<file path="src/rtl/irq_accept_pkg.sv">
// Package: shared state type and sizing for the interrupt acceptance unit.
// Assumes a single clock domain; no tool-specific content.
package irq_accept_pkg;

    // Sequencer stages, in the order the entry sequence runs them.
    typedef enum logic [2:0] {
        ST_IDLE  = 3'd0,
        ST_FETCH = 3'd1,
        ST_SAVE  = 3'd2,
        ST_MASK  = 3'd3,
        ST_JUMP  = 3'd4
    } seq_state_t;

endpackage

</file>
<file path="src/rtl/irq_pick.sv">
// Module: irq_pick
// Purely combinational arbiter. It forms an effective level one bit wider
// than the mask, so the non-maskable request ranks above every maskable
// level. It decides whether a request is taken and which vector and mask
// value go with it.
// Assumes the caller only uses the result while the sequencer is idle.
module irq_pick #(
    parameter int          LVL_W      = 4,
    parameter int          VEC_W      = 8,
    parameter logic [7:0]  NMI_VECTOR = 8'h0B
) (
    input  logic             nmi_req,
    input  logic             irq_req,
    input  logic [LVL_W-1:0] irq_level,
    input  logic [VEC_W-1:0] irq_vector,
    input  logic [LVL_W-1:0] mask_in,
    output logic             take,
    output logic [VEC_W-1:0] sel_vector,
    output logic [LVL_W-1:0] sel_mask
);
    localparam int          EFF_W    = LVL_W + 1;
    localparam logic [EFF_W-1:0] NMI_EFF  = EFF_W'(1) << LVL_W;
    localparam logic [LVL_W-1:0] MASK_TOP = '1;

    logic [EFF_W-1:0] eff_level;
    logic [EFF_W-1:0] eff_mask;

    // Effective level: non-maskable ranks at 2**LVL_W, above any mask.
    always_comb begin
        eff_mask  = {1'b0, mask_in};
        if (nmi_req) begin
            eff_level = NMI_EFF;
        end else if (irq_req) begin
            eff_level = {1'b0, irq_level};
        end else begin
            eff_level = '0;
        end
    end

    // Decision and selection: strict compare; saturate the level into the mask field.
    always_comb begin
        take       = (nmi_req || irq_req) && (eff_level > eff_mask);
        sel_vector = nmi_req ? VEC_W'(NMI_VECTOR) : irq_vector;
        sel_mask   = eff_level[LVL_W] ? MASK_TOP : eff_level[LVL_W-1:0];
    end

    // A non-maskable request is never refused by the compare.
    always_comb begin
        AST_NMI_NEVER_REFUSED: assert (!nmi_req || take);
    end

endmodule

</file>
<file path="src/rtl/irq_seq.sv">
// Module: irq_seq
// Entry sequencer. It runs these stages in order: vector fetch, context
// save, mask write and jump. It latches the vector and mask chosen at
// acceptance and holds them until the jump cycle ends.
// Assumes the fetch and save done inputs are sampled only in their own
// stage.
module irq_seq
    import irq_accept_pkg::*;
#(
    parameter int LVL_W = 4,
    parameter int VEC_W = 8
) (
    input  logic             clk,
    input  logic             rst_n,
    input  logic             take,
    input  logic [VEC_W-1:0] sel_vector,
    input  logic [LVL_W-1:0] sel_mask,
    input  logic             vec_fetch_done,
    input  logic             save_done,
    output logic             accept,
    output logic [VEC_W-1:0] acc_vector,
    output logic             vec_fetch_req,
    output logic             save_req,
    output logic             mask_wr,
    output logic [LVL_W-1:0] mask_new,
    output logic             jump_req,
    output logic             idle
);
    seq_state_t state_q, state_d;
    logic [VEC_W-1:0] vec_q;
    logic [LVL_W-1:0] mask_q;
    logic             accept_q;

    // Next-stage logic: leave idle only on a take; advance on each completion.
    always_comb begin
        state_d = state_q;
        unique case (state_q)
            ST_IDLE:  if (take)           state_d = ST_FETCH;
            ST_FETCH: if (vec_fetch_done) state_d = ST_SAVE;
            ST_SAVE:  if (save_done)      state_d = ST_MASK;
            ST_MASK:                      state_d = ST_JUMP;
            ST_JUMP:                      state_d = ST_IDLE;
            default:                      state_d = ST_IDLE;
        endcase
    end

    // State register and acceptance strobe.
    always_ff @(posedge clk) begin
        if (!rst_n) begin
            state_q  <= ST_IDLE;
            accept_q <= 1'b0;
        end else begin
            state_q  <= state_d;
            accept_q <= (state_q == ST_IDLE) && take;
        end
    end

    // Capture vector and mask value at acceptance only.
    always_ff @(posedge clk) begin
        if (!rst_n) begin
            vec_q  <= '0;
            mask_q <= '0;
        end else if ((state_q == ST_IDLE) && take) begin
            vec_q  <= sel_vector;
            mask_q <= sel_mask;
        end
    end

    // Output decode from the current stage.
    always_comb begin
        idle          = (state_q == ST_IDLE);
        accept        = accept_q;
        acc_vector    = vec_q;
        mask_new      = mask_q;
        vec_fetch_req = (state_q == ST_FETCH);
        save_req      = (state_q == ST_SAVE);
        mask_wr       = (state_q == ST_MASK);
        jump_req      = (state_q == ST_JUMP);
    end

    AST_ACCEPT_ONE_CYCLE: assert property (@(posedge clk) disable iff (!rst_n)
        accept |=> !accept);
    AST_STAGES_EXCLUSIVE: assert property (@(posedge clk) disable iff (!rst_n)
        $onehot0({vec_fetch_req, save_req, mask_wr, jump_req}));
    AST_FETCH_TO_SAVE: assert property (@(posedge clk) disable iff (!rst_n)
        (vec_fetch_req && vec_fetch_done) |=> save_req);
    AST_MASK_AFTER_SAVE: assert property (@(posedge clk) disable iff (!rst_n)
        (save_req && save_done) |=> (mask_wr && !save_req));
    AST_MASK_ONE_CYCLE: assert property (@(posedge clk) disable iff (!rst_n)
        mask_wr |=> (!mask_wr && jump_req));
    AST_JUMP_THEN_IDLE: assert property (@(posedge clk) disable iff (!rst_n)
        jump_req |=> (!jump_req && !vec_fetch_req && !save_req));
    AST_VECTOR_HELD: assert property (@(posedge clk) disable iff (!rst_n)
        (!idle && !accept) |-> $stable(acc_vector));

endmodule

</file>
<file path="src/rtl/irq_accept_unit.sv">
// Module: irq_accept_unit (top)
// Decides whether a pending interrupt is taken, and drives the entry
// handshake sequence with the chosen vector and mask value.
// Assumes mask_in reflects the status register mask field and that
// requests are level signals that the requester holds until acceptance.
module irq_accept_unit #(
    parameter int         LVL_W      = 4,
    parameter int         VEC_W      = 8,
    parameter logic [7:0] NMI_VECTOR = 8'h0B
) (
    input  logic             clk,
    input  logic             rst_n,
    input  logic             nmi_req,
    input  logic             irq_req,
    input  logic [LVL_W-1:0] irq_level,
    input  logic [VEC_W-1:0] irq_vector,
    input  logic [LVL_W-1:0] mask_in,
    input  logic             vec_fetch_done,
    input  logic             save_done,
    output logic             accept,
    output logic [VEC_W-1:0] acc_vector,
    output logic             vec_fetch_req,
    output logic             save_req,
    output logic             mask_wr,
    output logic [LVL_W-1:0] mask_new,
    output logic             jump_req
);
    logic             take;
    logic [VEC_W-1:0] sel_vector;
    logic [LVL_W-1:0] sel_mask;
    logic             idle;

    irq_pick #(
        .LVL_W(LVL_W), .VEC_W(VEC_W), .NMI_VECTOR(NMI_VECTOR)
    ) u_pick (
        .nmi_req(nmi_req), .irq_req(irq_req), .irq_level(irq_level),
        .irq_vector(irq_vector), .mask_in(mask_in),
        .take(take), .sel_vector(sel_vector), .sel_mask(sel_mask)
    );

    irq_seq #(
        .LVL_W(LVL_W), .VEC_W(VEC_W)
    ) u_seq (
        .clk(clk), .rst_n(rst_n), .take(take),
        .sel_vector(sel_vector), .sel_mask(sel_mask),
        .vec_fetch_done(vec_fetch_done), .save_done(save_done),
        .accept(accept), .acc_vector(acc_vector),
        .vec_fetch_req(vec_fetch_req), .save_req(save_req),
        .mask_wr(mask_wr), .mask_new(mask_new), .jump_req(jump_req),
        .idle(idle)
    );

    AST_NMI_TAKEN_FROM_IDLE: assert property (@(posedge clk) disable iff (!rst_n)
        (idle && nmi_req) |=> accept);
    AST_MASKED_REFUSED: assert property (@(posedge clk) disable iff (!rst_n)
        (idle && !nmi_req && irq_req && (irq_level <= mask_in)) |=> !accept);
    AST_BUSY_NO_ACCEPT: assert property (@(posedge clk) disable iff (!rst_n)
        (!idle) |=> !accept);

endmodule

</file>
<file path="config.mk">
export PLATFORM = sky130hd
export DESIGN_NAME = irq_accept_unit
export DESIGN_NICKNAME = d
export VERILOG_FILES = /design/src/rtl/irq_accept_pkg.sv /design/src/rtl/irq_pick.sv /design/src/rtl/irq_seq.sv /design/src/rtl/irq_accept_unit.sv
export SDC_FILE = /design/constraint.sdc
export NUM_CORES = 1
export LEC_CHECK = 0
export BUFFER_PORTS_ARGS = -buffer_cell sky130_fd_sc_hd__buf_2
export CAP_MARGIN = 30
export CORE_MARGIN = 1
export CORE_UTILIZATION = 48
export DETAILED_ROUTE_END_ITERATION = 10
export PLACE_DENSITY_LB_ADDON = 0.05
export SETUP_SLACK_MARGIN = 0.3
export SYNTH_ARGS = -nofsm -noshare
export SYNTH_HDL_FRONTEND = slang
export SYNTH_SLANG_ARGS = --single-unit
</file>
<file path="constraint.sdc">
create_clock -name clk -period 4.45 [get_ports clk]
set_input_delay 0.6675 -clock clk [delete_from_list [all_inputs] [get_ports clk]]
set_output_delay 0.6675 -clock clk [all_outputs]
set_load 0.02 [all_outputs]
</file>
==> results of run 1 <==
state kept, by name, summed over array words and instances, names as in the netlist:
signal,count
u_seq.acc_vector,8
u_seq.mask_new,4
u_seq.state_q,3
u_seq.accept,1
Yosys cell counts (all sizes together):
cell and n:
a2111oi 1, a21o 5, nor3 1, a21oi 2, nor2 5, and2 4, ha 4, mux2i 12
a22oi 1, nand2b 2, or2 1, nor2b 3, buf 1, o2111ai 1, o21ai 4, and4b 1
dfxtp 16, nor3b 3, nand2 22, inv 5, o32ai 1, nand4 1, clkbuf 3
stage by stage:
stage,setup slack [ps],utilization [%]
after detailed placement,1689,65.79
after CTS,1985,68.10
after floorplan,1890,-
after global placement,1775,65.79
after global routing,1836,68.10
final,2015,68.10
final timing paths:
kind	startpoint	end	slack, ps	cells past startpoint
hold reg to reg	u_seq.acc_vector[1]	u_seq.acc_vector[1]	460	2
setup reg to reg	u_seq.state_q[2]	u_seq.acc_vector[6]	2820	4
hold / removal	u_seq.acc_vector[1]	u_seq.acc_vector[1]	460	2
setup / recovery	nmi_req	u_seq.acc_vector[6]	2020	8
worst register-to-register path: cells and delay by family (launching register included):
| kind | cells | cell delay (ps) |
|---|---|---|
| simple gates | 2 | 770 |
| flops | 1 | 370 |
| mux | 1 | 260 |
| compound gates | 1 | 170 |
routing by layer:
metal,wire length [µm],share of wire [%]
met5,0,0
met4,10,0.59
met3,74,4.4
met2,785,46
met1,822,49
cells in the final DEF (no fill, tap or decap), drive strengths merged:
master,instances
a2111oi,1
o2111ai,1
clkbuf,4
a21o,5
a22oi,1
and4b,1
nor3b,3
nor2,5
dfxtp,16
nor2b,3
buf,38
o21ai,4
o32ai,1
nor3,1
nand4,1
nand2b,2
and2,4
ha,4
or2,1
a21oi,2
mux2i,12
inv,5
nand2,22
cell type report:
cell class / instances / area share [%]
Sequential cell: 16 / 29.84
Inverter: 5 / 1.748
Multi-Input combinational cell: 74 / 45.45
Clock buffer: 4 / 3.380
Timing Repair Buffer: 38 / 17.72
Tap cell: 16 / 1.865
cells by family after synthesis:
kind of cell               after synthesis  synth area share, %
AOI/OAI and AO/OA                       15                12.67
muxes                                   12                14.14
DFF                                     16                37.70
and+or+nand+nor                         43                24.74
buffers and inverters                    9                4.860
adders and majority gates                4                5.891
power by group:
part / switching [mW] / internal [mW]
clock network: 0.0449 / 0.0498
logic: 0.0562 / 0.0410
registers: 0.00790 / 0.157
==> impl_metrics.ini, run 1 <==
[clocking]
cts_root_buffer = clkbuf_4
clkSinkCount = 16
cts_buffers = 3
htreeDepth = 1
clockBufferDepth = 2
clk_pin_slew_ps = 90
post_cts_buffers = 0
cts.hold.buffers_added = 0
cts_tree = built
worstSkewPairLatency_ps = 280
cts_resized = 0

[route]
vias = 792
drtAntennaViolNets = 0
via_per_inst = 5.176
dr.pass1.iters = 5
routed_wl_um = 1692
drtIter0Drc = 10
wire_per_inst_um = 11.06
drc = 0

[finish]
drive_above_1_share_pct = 32.12
final_cell_area_um2 = 1074
syn_to_final_growth_pct = 26.36
final-seq-area_um2 = 320.3
fillers = 139
nets = 164
fin_cells = 153
n_antenna_cell = 0
multi_input_area_um2 = 488.0

[power]
peakVddDrop_uv = 195.0
p_per_area_nw_per_um2 = 332.6
p_total_mw = 0.3571
leakagePower_nw = 0.5609

[placed_design]
placed_cells = 149
place_area_um2 = 1037
port_buffers = 38
routabilityCongestion = 0.8775
dp_hpwl_um = 1256

[global_route]
use_met2_pct = 33.82
grt_pass1_vias = 757
overflow = 0
antenna_found_initial = 0
busiest_layer = met2
grt_usage_pct = 20.85
grt_max_degree = 24
grt_pass1_wl_um = 3008
met1_usage_pct = 25.38
use_met3_pct = 6.122

[critical_path]
crit_type = primary input to flop
path_max_fanout = 13
start_kind = primary input
path_cells = buf_2 > nor2b_1 > and2_1 > ha_1 > and4b_1 > a2111oi_2 > nor2_2 > mux2i_1
path_delay_family = simple AND/OR/NAND/NOR gates
cp_data_required_time_ps = 4660
end_kind = flop
crit_buf_inv = 1
critPathMaxStageDelay_ps = 610
cp.arrival_ps = 2650
crit_slowest_cell = nor2_2

[sta]
fin_skew_ps = 2.802
period_share_pct = 54.71
tightest_slew_ps = 763.3
final-hold-violation-count = 0
hold_slack_ps = 455.7
setup_viol = 0
max_freq_mhz = 410.8
setup_tns_ps = 0
slew_violations = 0
rsz0062_at_grt = no
relSlewSlack_pct = 49.06
fin_crit_ps = 2435

[logic_synthesis]
ys_top_cells_by_area = dfxtp_1 38%, mux2i_1 14%, nand2_1 9.7%, ha_1 5.9%, a21o_1 4.4%
ys_seq_elements = 16
synth.distinct_cells = 24
synth_seq_area_share_pct = 37.70
syn_avg_cell_area_um2 = 8.581
synth_top_cell_area_share_pct = 37.70
syn_inst = 99
synth_area_um2 = 849.6
yosysWarnings = 0
syn_nets = 125
yosysTopAreaCell = dfxtp_1

[flow_run]
maxCapViolCount = 0

[status]
status = finished clean

[floorplanning]
design.core.area_um2 = 1577
row_count = 14
die_y_um = 44.07
start_util_pct = 53.89
die_w_um = 44.07
io_pins = 39
dieArea_um2 = 1942

[worst_hold_path]
hold_class = flop to flop
Note: power is estimated with default switching activity, not from simulation.
==> inputs of run 2 (changes only) <==
--- a/config.mk
+++ b/config.mk
@@ -5,10 +5,11 @@
 export SDC_FILE = /design/constraint.sdc
 export NUM_CORES = 1
 export LEC_CHECK = 0
+export ABC_AREA = 1
 export BUFFER_PORTS_ARGS = -buffer_cell sky130_fd_sc_hd__buf_2
 export CAP_MARGIN = 30
 export CORE_MARGIN = 1
-export CORE_UTILIZATION = 48
+export CORE_UTILIZATION = 41
 export DETAILED_ROUTE_END_ITERATION = 10
 export PLACE_DENSITY_LB_ADDON = 0.05
 export SETUP_SLACK_MARGIN = 0.3
==> constraint.sdc (replaced) <==
create_clock -name clk -period 2.1 [get_ports clk]
set_input_delay 0.315 -clock clk [delete_from_list [all_inputs] [get_ports clk]]
set_output_delay 0.315 -clock clk [all_outputs]
set_load 0.02 [all_outputs]
==> impl_metrics.ini, run 2 <==
[route]
wire_per_inst_um = 9.256
routed_wl_um = 1805
drtIter0Drc = 9
drc = 0
via_per_inst = 4.497
top_layer_used = met4
dr_wl_met2_um = 857
wl_met1_um = 844
drtAntennaViolNets = 0
vias = 877
routed-wl-met3_um = 95
dr.pass1.iters = 3

[global_route]
grt_max_degree = 15
antenna_found_initial = 0
overflow = 0
grt_usage_pct = 17.73
grt_pass1_wl_um = 3332
grt_pass1_vias = 834

[logic_synthesis]
synth_seq_area_share_pct = 36.36
ys_top_cells_by_area = dfxtp_1 36%, nand2_1 15%, inv_1 8.1%, ha_1 5.7%, nand3_1 5.1%
syn_inst = 127
yosysMostFrequentCell = nand2_1
synth_top_family_by_area = simple AND/OR/NAND/NOR gates
yosysWarnings = 0
synth_xor_area_share_pct = 0
synth_top_cell_area_share_pct = 36.36
synth_enable_flop_cells = 0
yosys-top-cells-count = 36 x nand2_1, 19 x inv_1, 16 x dfxtp_1
synth_area_um2 = 880.8
syn_avg_cell_area_um2 = 6.936
synth-simple-area-share_pct = 38.07
synthAdderAreaFrac_pct = 5.682
synth.distinct_cells = 21
ys_seq_elements = 16
synth_ff_type = dfxtp_1
synth_compound_area_share_pct = 7.528
async_flop_share_pct = 0
yosys-mux-area-fraction_pct = 0
yosysTopAreaCell = dfxtp_1
syn_nets = 153

[floorplanning]
row_count = 16
start_util_pct = 44.44
design.core.area_um2 = 1982
die_w_um = 48.35
dieArea_um2 = 2338
io_pins = 39
die_y_um = 48.35

[critical_path]
start_kind = flop
critPathMaxStageDelay_ps = 340
path_delay_family = flip-flops
cp.arrival_ps = 1210
end_kind = output pin
cp_data_required_time_ps = 1780
crit_buf_inv = 2
path_max_fanout = 4
crit_slowest_cell = dfxtp_1
path_cells = inv_1 > nor3_1 > buf_2
crit_type = flop to output pin

[power]
peakVddDrop_uv = 590.0
leakagePower_nw = 0.6311
switching_share_pct = 37.60
combPwrFrac_pct = 38.6
p_clk_share_pct = 21.6
power_switching_mw = 0.3542
p_seq_share_pct = 39.9
p_per_area_nw_per_um2 = 836.6
p_int_mw = 0.5878

[sta]
setup_viol = 0
final-hold-violation-count = 0
rsz0062_at_grt = no
fin_skew_ps = 1.730
fin_crit_ps = 1523
relSlewSlack_pct = 77.08
max_freq_mhz = 656.6
slew_violations = 0
tightest_slew_ps = 341.1
setup_tns_ps = 0
setup_ws_ps = 577.0
period_share_pct = 72.52

[finish]
final_cell_mix = 38 x buf_2, 36 x nand2_1, 19 x inv_1
syn_to_final_growth_pct = 27.84
final-seq-area_um2 = 320.3
final_common_cell = buf_2
fillers = 212
nets = 195
n_antenna_cell = 0
drive_above_1_share_pct = 34.52
multi_input_area_um2 = 451.7
largest_register_ffs = 8

[placed_design]
dp_hpwl_um = 1472
routabilityCongestion = 0.7910
pre_cts_ws_ps = 255.2
port_buffers = 38

[status]
status = finished clean

[flow_run]
maxCapViolCount = 0

[clocking]
clockBufferDepth = 2
worstSkewPairLatency_ps = 280
cts.hold.buffers_added = 0
htreeDepth = 1
cts_resized = 0
post_cts_buffers = 0
cts_tree = built
clk_pin_slew_ps = 90
cts_root_buffer = clkbuf_4
cts_buffers = 3
clkSinkCount = 16

[worst_hold_path]
hold_class = primary input to flop
[run 2: area by class of cell]
type,count,share of cell area (%)
multi-input combinational,87,40.11
sequential,16,28.44
timing repair buffer,40,18.22
inverter,21,7.000
clock buffer,4,3.222
tap,27,3.000
[run 2: power by group through the flow]
stage          logic (mW)  registers (mW)  clock network [mW]
2_1_floorplan       0.228           0.426                   0
3_3_place_gp        0.359           0.382                   0
3_5_place_dp        0.368           0.383                   0
4_1_cts             0.369           0.376               0.211
5_1_grt             0.411           0.383               0.230
6_report            0.363           0.376               0.203
[run 2: metrics by stage]
| stage | hold WS [ps] | cell area (µm²) | std cells | power, mW | utilization [%] |
|---|---|---|---|---|---|
| 6_report | 243.7 | 1126 | 195 | 0.9420 | 56.82 |
| 5_1_grt | 229.7 | 1126 | 195 | 1.024 | 56.82 |
| 4_1_cts | 238.8 | 1126 | 195 | 0.9550 | 56.82 |
| 3_5_place_dp | 460.7 | 1090 | 191 | 0.7503 | 54.99 |
| 3_3_place_gp | 459.1 | 1090 | 191 | 0.7410 | 54.99 |
| 2_1_floorplan | 433.2 | 880.8 | 127 | 0.6541 | - |
[run 2: logic make-up after synthesis]
logic type	after synthesis
compound gates	12
flops	16
buf+inv	24
fa+ha+maj	4
simple gates	71
[run 2: final timing paths]
path | from | end | slack, ps | cells past startpoint
hold / removal | irq_vector[3] | u_seq.acc_vector[3] | 240 | 3
hold reg to reg | u_seq.mask_new[0] | u_seq.mask_new[0] | 470 | 2
setup / recovery | u_seq.state_q[0] | vec_fetch_req | 580 | 3
setup reg to reg | u_seq.state_q[2] | u_seq.state_q[0] | 820 | 7
[run 2: layer usage]
metal	track usage (%)	vias to the layer above
met1	21.12	377
met3	4.403	2
li1	-	474
met5	0	-
met4	5.882	0
met2	30.99	24
[run 2: worst min-delay path, cell delays in order]
cell and delay [ps]:
buf_2 80, nor3_2 30, nor2_1 60
